**config.mk**
```make
export PLATFORM = sky130hd
export DESIGN_NAME = exb_out_ctl
export DESIGN_NICKNAME = d
export VERILOG_FILES = /design/src/rtl/exb_pkg.sv /design/src/rtl/exb_lat.sv /design/src/rtl/exb_claim.sv /design/src/rtl/exb_mask.sv /design/src/rtl/exb_out_ctl.sv
export SDC_FILE = /design/constraint.sdc
export NUM_CORES = 1
export LEC_CHECK = 0
export BUFFER_PORTS_ARGS = -buffer_cell sky130_fd_sc_hd__buf_2
export CORE_ASPECT_RATIO = 0.6
export CORE_MARGIN = 8
export CORE_UTILIZATION = 39
export CTS_BUF_LIST = sky130_fd_sc_hd__clkbuf_8
export CTS_CLUSTER_DIAMETER = 50
export DETAILED_ROUTE_END_ITERATION = 6
export PLACE_DENSITY = 0.91
export SLEW_MARGIN = 15
export SYNTH_ARGS = -nofsm -noshare
export SYNTH_HDL_FRONTEND = slang
export SYNTH_SLANG_ARGS = --single-unit
```
**constraint.sdc**
```tcl
create_clock -name clk -period 1.2 [get_ports clk]
set_input_delay 0.06 -clock clk [delete_from_list [all_inputs] [get_ports clk]]
set_output_delay 0.06 -clock clk [all_outputs]
set_load 0.05 [all_outputs]
```
**src/rtl/exb_pkg.sv**
```systemverilog
package exb_pkg;
   // Directional port indices; the opposite of port d is d ^ 2.
   localparam int unsigned PORT_N   = 0;
   localparam int unsigned PORT_E   = 1;
   localparam int unsigned PORT_S   = 2;
   localparam int unsigned PORT_W   = 3;
   localparam int unsigned OPP_MASK = 2;
endpackage

```
**src/rtl/exb_lat.sv**
```systemverilog
module exb_lat #(
   parameter int unsigned NUM_DIR = 4,
   parameter int unsigned HOP_W   = 3
) (
   input  logic                     clk,
   input  logic                     rst_n,
   input  logic [NUM_DIR-1:0]       vld_i,
   input  logic [NUM_DIR*HOP_W-1:0] hops_i,
   output logic [NUM_DIR-1:0]       vld_q,
   output logic [NUM_DIR*HOP_W-1:0] hops_q
);
   for (genvar d = 0; d < NUM_DIR; d++) begin : g_lat
      logic             v_r;
      logic [HOP_W-1:0] h_r;
      always_ff @(posedge clk or negedge rst_n) begin
         if (!rst_n) begin
            v_r <= 1'b0;
            h_r <= '0;
         end else begin
            v_r <= vld_i[d];
            h_r <= vld_i[d] ? hops_i[d*HOP_W +: HOP_W] : '0;
         end
      end
      assign vld_q[d]                  = v_r;
      assign hops_q[d*HOP_W +: HOP_W]  = h_r;
   end
endmodule

```
**src/rtl/exb_claim.sv**
```systemverilog
module exb_claim
   import exb_pkg::*;
#(
   parameter int unsigned NUM_DIR = 4,
   parameter int unsigned HOP_W   = 3,
   parameter int unsigned NP      = NUM_DIR + 1
) (
   input  logic [NUM_DIR-1:0]       vld_q,
   input  logic [NUM_DIR*HOP_W-1:0] hops_q,
   output logic [NP-1:0]            pass_o,
   output logic [NUM_DIR-1:0]       end_o,
   output logic [NP-1:0]            claim_o,
   output logic [NP*HOP_W-1:0]      fhops_o
);
   // Per-input classification: a count above one means this node is bypassed.
   for (genvar i = 0; i < NP; i++) begin : g_in
      if (i < NUM_DIR) begin : g_dir
         logic [HOP_W-1:0] h;
         assign h         = hops_q[i*HOP_W +: HOP_W];
         assign pass_o[i] = vld_q[i] && (h > HOP_W'(1));
         assign end_o[i]  = vld_q[i] && (h <= HOP_W'(1));
      end else begin : g_loc
         assign pass_o[i] = 1'b0;
      end
   end

   // Per-output claim: only the straight-through source can claim an output.
   for (genvar o = 0; o < NP; o++) begin : g_out
      if (o < NUM_DIR) begin : g_dir
         localparam int unsigned SRC = o ^ OPP_MASK;
         assign claim_o[o] = pass_o[SRC];
         assign fhops_o[o*HOP_W +: HOP_W] =
            pass_o[SRC] ? (hops_q[SRC*HOP_W +: HOP_W] - HOP_W'(1)) : '0;
      end else begin : g_loc
         assign claim_o[o]                 = 1'b0;
         assign fhops_o[o*HOP_W +: HOP_W]  = '0;
      end
   end
endmodule

```
**src/rtl/exb_mask.sv**
```systemverilog
module exb_mask
   import exb_pkg::*;
#(
   parameter int unsigned NP   = 5,
   parameter bit          AGGR = 1'b1
) (
   input  logic [NP*NP-1:0] sa_gnt_i,
   input  logic [NP-1:0]    claim_i,
   input  logic [NP-1:0]    pass_i,
   output logic [NP*NP-1:0] gnt_o,
   output logic [NP-1:0]    cancel_o,
   output logic [NP-1:0]    deq_o,
   output logic [NP-1:0]    byp_sel_o,
   output logic [NP-1:0]    xin_lat_o
);
   logic [NP*NP-1:0] loc;
   logic [NP-1:0]    busy;

   if (AGGR) begin : g_aggr
      // Bypass wire around the crossbar: input ports stay free.
      assign busy      = '0;
      assign byp_sel_o = claim_i;
      assign xin_lat_o = '0;
   end else begin : g_shr
      // Latch shares the input's crossbar port: buffered flits there wait.
      assign busy      = pass_i;
      assign byp_sel_o = '0;
      assign xin_lat_o = pass_i;
   end

   for (genvar o = 0; o < NP; o++) begin : g_out
      logic [NP-1:0] via;
      assign loc[o*NP +: NP] = claim_i[o] ? '0 : (sa_gnt_i[o*NP +: NP] & ~busy);
      if (!AGGR && (o < NP-1)) begin : g_via
         localparam int unsigned SRC = o ^ OPP_MASK;
         assign via = claim_i[o] ? (NP'(1) << SRC) : '0;
      end else begin : g_novia
         assign via = '0;
      end
      assign gnt_o[o*NP +: NP] = loc[o*NP +: NP] | via;
      assign cancel_o[o]       = (|sa_gnt_i[o*NP +: NP]) && !(|loc[o*NP +: NP]);
   end

   always_comb begin
      deq_o = '0;
      for (int o = 0; o < NP; o++) deq_o |= loc[o*NP +: NP];
   end
endmodule

```
**src/rtl/exb_out_ctl.sv**
```systemverilog
module exb_out_ctl #(
   parameter int unsigned NUM_DIR    = 4,
   parameter int unsigned HOP_W      = 3,
   parameter bit          AGGRESSIVE = 1'b1,
   localparam int unsigned NP        = NUM_DIR + 1
) (
   input  logic                     clk,
   input  logic                     rst_n,
   input  logic [NUM_DIR-1:0]       exp_vld_i,
   input  logic [NUM_DIR*HOP_W-1:0] exp_hops_i,
   input  logic [NP*NP-1:0]         sa_gnt_i,
   output logic [NP*NP-1:0]         gnt_o,
   output logic [NP-1:0]            cancel_o,
   output logic [NP-1:0]            deq_o,
   output logic [NP-1:0]            byp_sel_o,
   output logic [NP-1:0]            xin_lat_o,
   output logic [NP*HOP_W-1:0]      fwd_hops_o,
   output logic [NUM_DIR-1:0]       buf_wr_o
);
   if (NUM_DIR != 4) begin : g_bad_dir
      $error("exb_out_ctl: a 2D mesh router needs exactly four directional ports");
   end
   if (HOP_W < 2) begin : g_bad_hop
      $error("exb_out_ctl: HOP_W must hold counts of at least 2");
   end

   logic [NUM_DIR-1:0]       lat_vld;
   logic [NUM_DIR*HOP_W-1:0] lat_hops;
   logic [NP-1:0]            pass;
   logic [NP-1:0]            claim;

   exb_lat #(.NUM_DIR(NUM_DIR), .HOP_W(HOP_W)) u_lat (
      .clk    (clk),
      .rst_n  (rst_n),
      .vld_i  (exp_vld_i),
      .hops_i (exp_hops_i),
      .vld_q  (lat_vld),
      .hops_q (lat_hops)
   );

   exb_claim #(.NUM_DIR(NUM_DIR), .HOP_W(HOP_W), .NP(NP)) u_claim (
      .vld_q   (lat_vld),
      .hops_q  (lat_hops),
      .pass_o  (pass),
      .end_o   (buf_wr_o),
      .claim_o (claim),
      .fhops_o (fwd_hops_o)
   );

   exb_mask #(.NP(NP), .AGGR(AGGRESSIVE)) u_mask (
      .sa_gnt_i  (sa_gnt_i),
      .claim_i   (claim),
      .pass_i    (pass),
      .gnt_o     (gnt_o),
      .cancel_o  (cancel_o),
      .deq_o     (deq_o),
      .byp_sel_o (byp_sel_o),
      .xin_lat_o (xin_lat_o)
   );
endmodule

```
==> qor.txt, run 1 <==
Synth area leaders = dfrtp_1, and2_1, buf_4, inv_1, ha_1
Post-synth top area cell = dfrtp_1
Quantity of I/O buffers inserted on ports = 96
Synthesized cell area = 1219 µm²
Yosys cell types = 18
Rows = 15
Sequential area share after synthesis = 32.85%
Halt Stage = clock tree synthesis (4_1_cts)
Max clock buf depth = 2
H-tree Lvls = 1
Sink Count = 16
Post-cts gate resize count = 156
I/O Pins = 107
Syn avg cell area = 8.234 µm²
First error = [ERROR DPL-0033] detailed placement checks failed during check placement.
DP Worst Slack = -0.3454 ns
Yosys warning count = 0
Post CTS Setup Buffer Count = 11
Initial core utilization = 41.62%
TritonCTS Buffers = 3
Final GP Congestion = 0.7655
Clock root cell = clkbuf_8
Die extent in y = 59.30 µm
CTS Hold Bufs = 5
Post-synthesis cell count = 148
Placed wire-length estimate = 3937 µm
Die width = 88.17 µm
Outcome = did not finish
Area share of the largest cell type after synthesis = 32.85%
Post-synthesis register bit count = 16
cell families after synthesis:
group | Yosys count | share of synthesized area (%)
buffers and inverters | 39 | 17.25
other | 1 | 0.3077
adders and majority gates | 6 | 6.160
DFF | 16 | 32.85
xor gates and xnor gates | 4 | 2.874
and+or+nand+nor | 57 | 24.64
AOI/OAI and AO/OA | 25 | 15.91
through the flow:
step / instance area, µm² / cells
floorplan: 1506 / 157
detailed placement: 2210 / 316
global placement: 2210 / 316
synthesized netlist by cell type:
master	instances
nand2_1	2
and2_1	22
xnor2_1	4
buf_4	17
o21ai_2	4
nand2b_1	2
nor3_1	4
nand3_1	5
a21oi_1	4
a221oi_1	5
conb_1	1
o211ai_1	10
nor3b_1	4
o21ba_2	2
ha_1	6
nor2_1	18
inv_1	22
dfrtp_1	16
==> run 2, diff against run 1 <==
- CORE_AREA: default -> 8 8 69 71
- CORE_ASPECT_RATIO: 0.6 -> default
- CORE_MARGIN: 8 -> default
- CORE_UTILIZATION: 39 -> default
- CTS_BUF_LIST: sky130_fd_sc_hd__clkbuf_8 -> default
- CTS_CLUSTER_DIAMETER: 50 -> default
- DIE_AREA: default -> 0 0 77 79
- PLACE_DENSITY: 0.91 -> default
- PLACE_DENSITY_LB_ADDON: default -> 0.15
==> run 2 against run 1 <==
The flow now finishes, with violations (negative setup slack). Area after synthesis unchanged. Synthesized cell count unchanged.
==> qor.txt, run 2 <==
Commonest cells after routing, fill and taps aside = buf_6, buf_2, buf_4, buf_8
GR Overflow Total = 0
Buf/Inv on CP = 3
Post-synthesis register bit count = 16
Die width = 77 µm
Number of max-slew violations in the final report = 0
Per-cell routed wire length = 14.46 µm
VDD IR max = 0.7617 mV
Largest regs = u_lat.g_lat.h_r x12, u_lat.g_lat.v_r x4
Syn avg cell area = 8.234 µm²
Area share of the largest cell type after synthesis = 32.85%
Final net count = 343
Net Sw Power = 1089 µW
Crit-path max FO = 5
Number of flip-flops in the largest register = 12
CTS tree = done
TritonCTS Buffers = 3
Dominant synthesized flop cell = dfrtp_1
P_int = 1513 µW
I/O Pins = 107
Tcrit/Tclk final = 136.3%
Sequential area share after synthesis = 32.85%
Slowest cell on crit path = dfrtp_2
First-pass GRT wire length = 7790 µm
Max_cap viols = 0
Final instance area = 2949 µm²
Yosys cell types = 18
Required time of the critical path = 1.14 ns
Unrepaired setup endpoints after global routing = yes
Post-synth EDFFs = 0
Total negative slack = -14.76 ns
Worst Hold Class = in -> reg
Async SR Flop Fraction = 100.0%
Hold Path Stages = 2
Comb pwr share = 59.9%
Reg power frac = 22.9%
Yosys warning count = 0
Via Count = 1,527
Largest net degree at the start of global routing = 17
Max incr delay on CP = 0.43 ns
Vias/cell = 4.452
Register with the most flip-flops = u_lat.g_lat.h_r
Rows = 23
Delay-heaviest family, CP = compound AO/OA/AOI/OAI gates
Placed insts = 323
Synthesized cell area = 1219 µm²
Setup WS post-layout = -0.4358 ns
Final GP Congestion = 0.7624
Initial core utilization = 32.08%
Residual DRC = 0
Leak = 0.001429 µW
Most common cell after layout, fill and taps aside = buf_6
Placed wire-length estimate = 3746 µm
Power density cells = 882.5 nW/µm²
Critical-path cell list = buf_6 -> o21ba_4 -> o21ai_4 -> buf_6 -> a21oi_4 -> buf_6
CP arrival = 1.58 ns
Critical path class = reg -> out
Outcome = finished, violations left
Post-synthesis cell count = 148
Sink Count = 16
Antenna-violating nets left = 0
Vias in the first global route = 1,648
Initial DRC count = 31
Synth cell count leaders = and2_1, inv_1, nor2_1
H-tree Lvls = 1
Die ar. = 6083 µm²
Clock root cell = clkbuf_8
Maximum clock frequency = 0.6113 GHz
# setup viols final = 48
Clock power share = 17.1%
Crit path depth = 6
Sw Share = 41.85%
Layout cell share with drive strength beyond 1 = 73.72%
# diodes = 0
Critical Path Start Type = register
1st-pass router iterations = 5
CP endpoint kind = primary output
Total wire length = 4960 µm
Tot GR Track Use = 15.42%
Quantity of I/O buffers inserted on ports = 96
Initial antenna violation count = 0
Die extent in y = 79 µm
Synth area leaders = dfrtp_1, and2_1, buf_4, inv_1, ha_1
Clock-pin slew on the worst setup and hold paths = 0.06 ns
Failing checks = negative setup slack
Placed inst area = 2225 µm²
Post-route insts no fill = 343
CP dominant cell by count = buf_6
Area delta synth->final = 142.0%
Post-synth top area cell = dfrtp_1
Max clock buf depth = 2
Core area = 3799 µm²
Fin. Hold Viols = 0
Post-layout minimum cycle time = 1.636 ns
-- run 2: path summary, 6_finish.rpt --
| path | startpoint | to | slack (ns) |
|---|---|---|---|
| min | exp_hops_i[6] | u_lat.g_lat[2].h_r[0] | 0.03 |
| min in group asynchronous | rst_n | u_lat.g_lat[1].v_r | 0.25 |
| max in group asynchronous | rst_n | u_lat.g_lat[0].h_r[0] | 0.68 |
| max | u_lat.g_lat[1].h_r[0] | cancel_o[3] | -0.44 |
-- run 2: area by class of cell --
type                       count  area [µm²]
clock buffer                   4       55.05
multi-input combinational    102       989.7
timing repair buffer         149        1351
sequential                    16       402.9
fill                         268       849.6
inverter                      22       87.58
tap                           50       62.56
-- run 2: logic make-up after synthesis --
group | count (synthesis) | synth area share [%]
xor gates and xnor gates | 4 | 2.874
buffers and inverters | 39 | 17.25
AOI/OAI and AO/OA | 25 | 15.91
other | 1 | 0.3077
DFF | 16 | 32.85
adders and majority gates | 6 | 6.160
and+or+nand+nor | 57 | 24.64
-- run 2: power by group through the flow --
stage	registers, µW	logic (µW)	clock network, µW
6_report	597	1560	445
3_5_place_dp	598	1220	0
3_3_place_gp	597	1210	0
2_1_floorplan	609	858	0
4_1_cts	595	1510	461
5_1_grt	601	1640	485
-- run 2: through the flow --
stage / utilization, % / worst slack (ns) / hold slack [ns] / total power (µW)
6_report: 77.64 / -0.4358 / 0.02897 / 2603
2_1_floorplan: - / -0.2963 / -0.2356 / 1467
3_3_place_gp: 58.56 / -0.2434 / -0.02036 / 1807
3_5_place_dp: 58.56 / -0.2772 / -0.02158 / 1817
4_1_cts: 74.97 / -0.4140 / 0.02501 / 2562
5_1_grt: 77.64 / -0.5105 / 0.02761 / 2723
-- run 2: metal layers --
layer / GRT usage, % / vias to the layer above / wire length, µm
li1: - / 752 / -
met1: 15.30 / 713 / 1738
met2: 29.74 / 58 / 2775
met3: 4.966 / 4 / 398
met4: 4.906 / 0 / 47
met5: 0 / - / 0
-- run 2: what timing repair did --
action / 4_1_cts / 5_1_grt
setup endpoints to repair: 49 / 49
setup buffers: 6 / 7
gates resized for setup: 146 / 26
pin swaps: 16 / 8
gates cloned: 1 / 0
endpoints found under the hold margin: 20 / 0
hold buffers: 5 / 0
No activity file was read; power rests on OpenSTA's default activity.
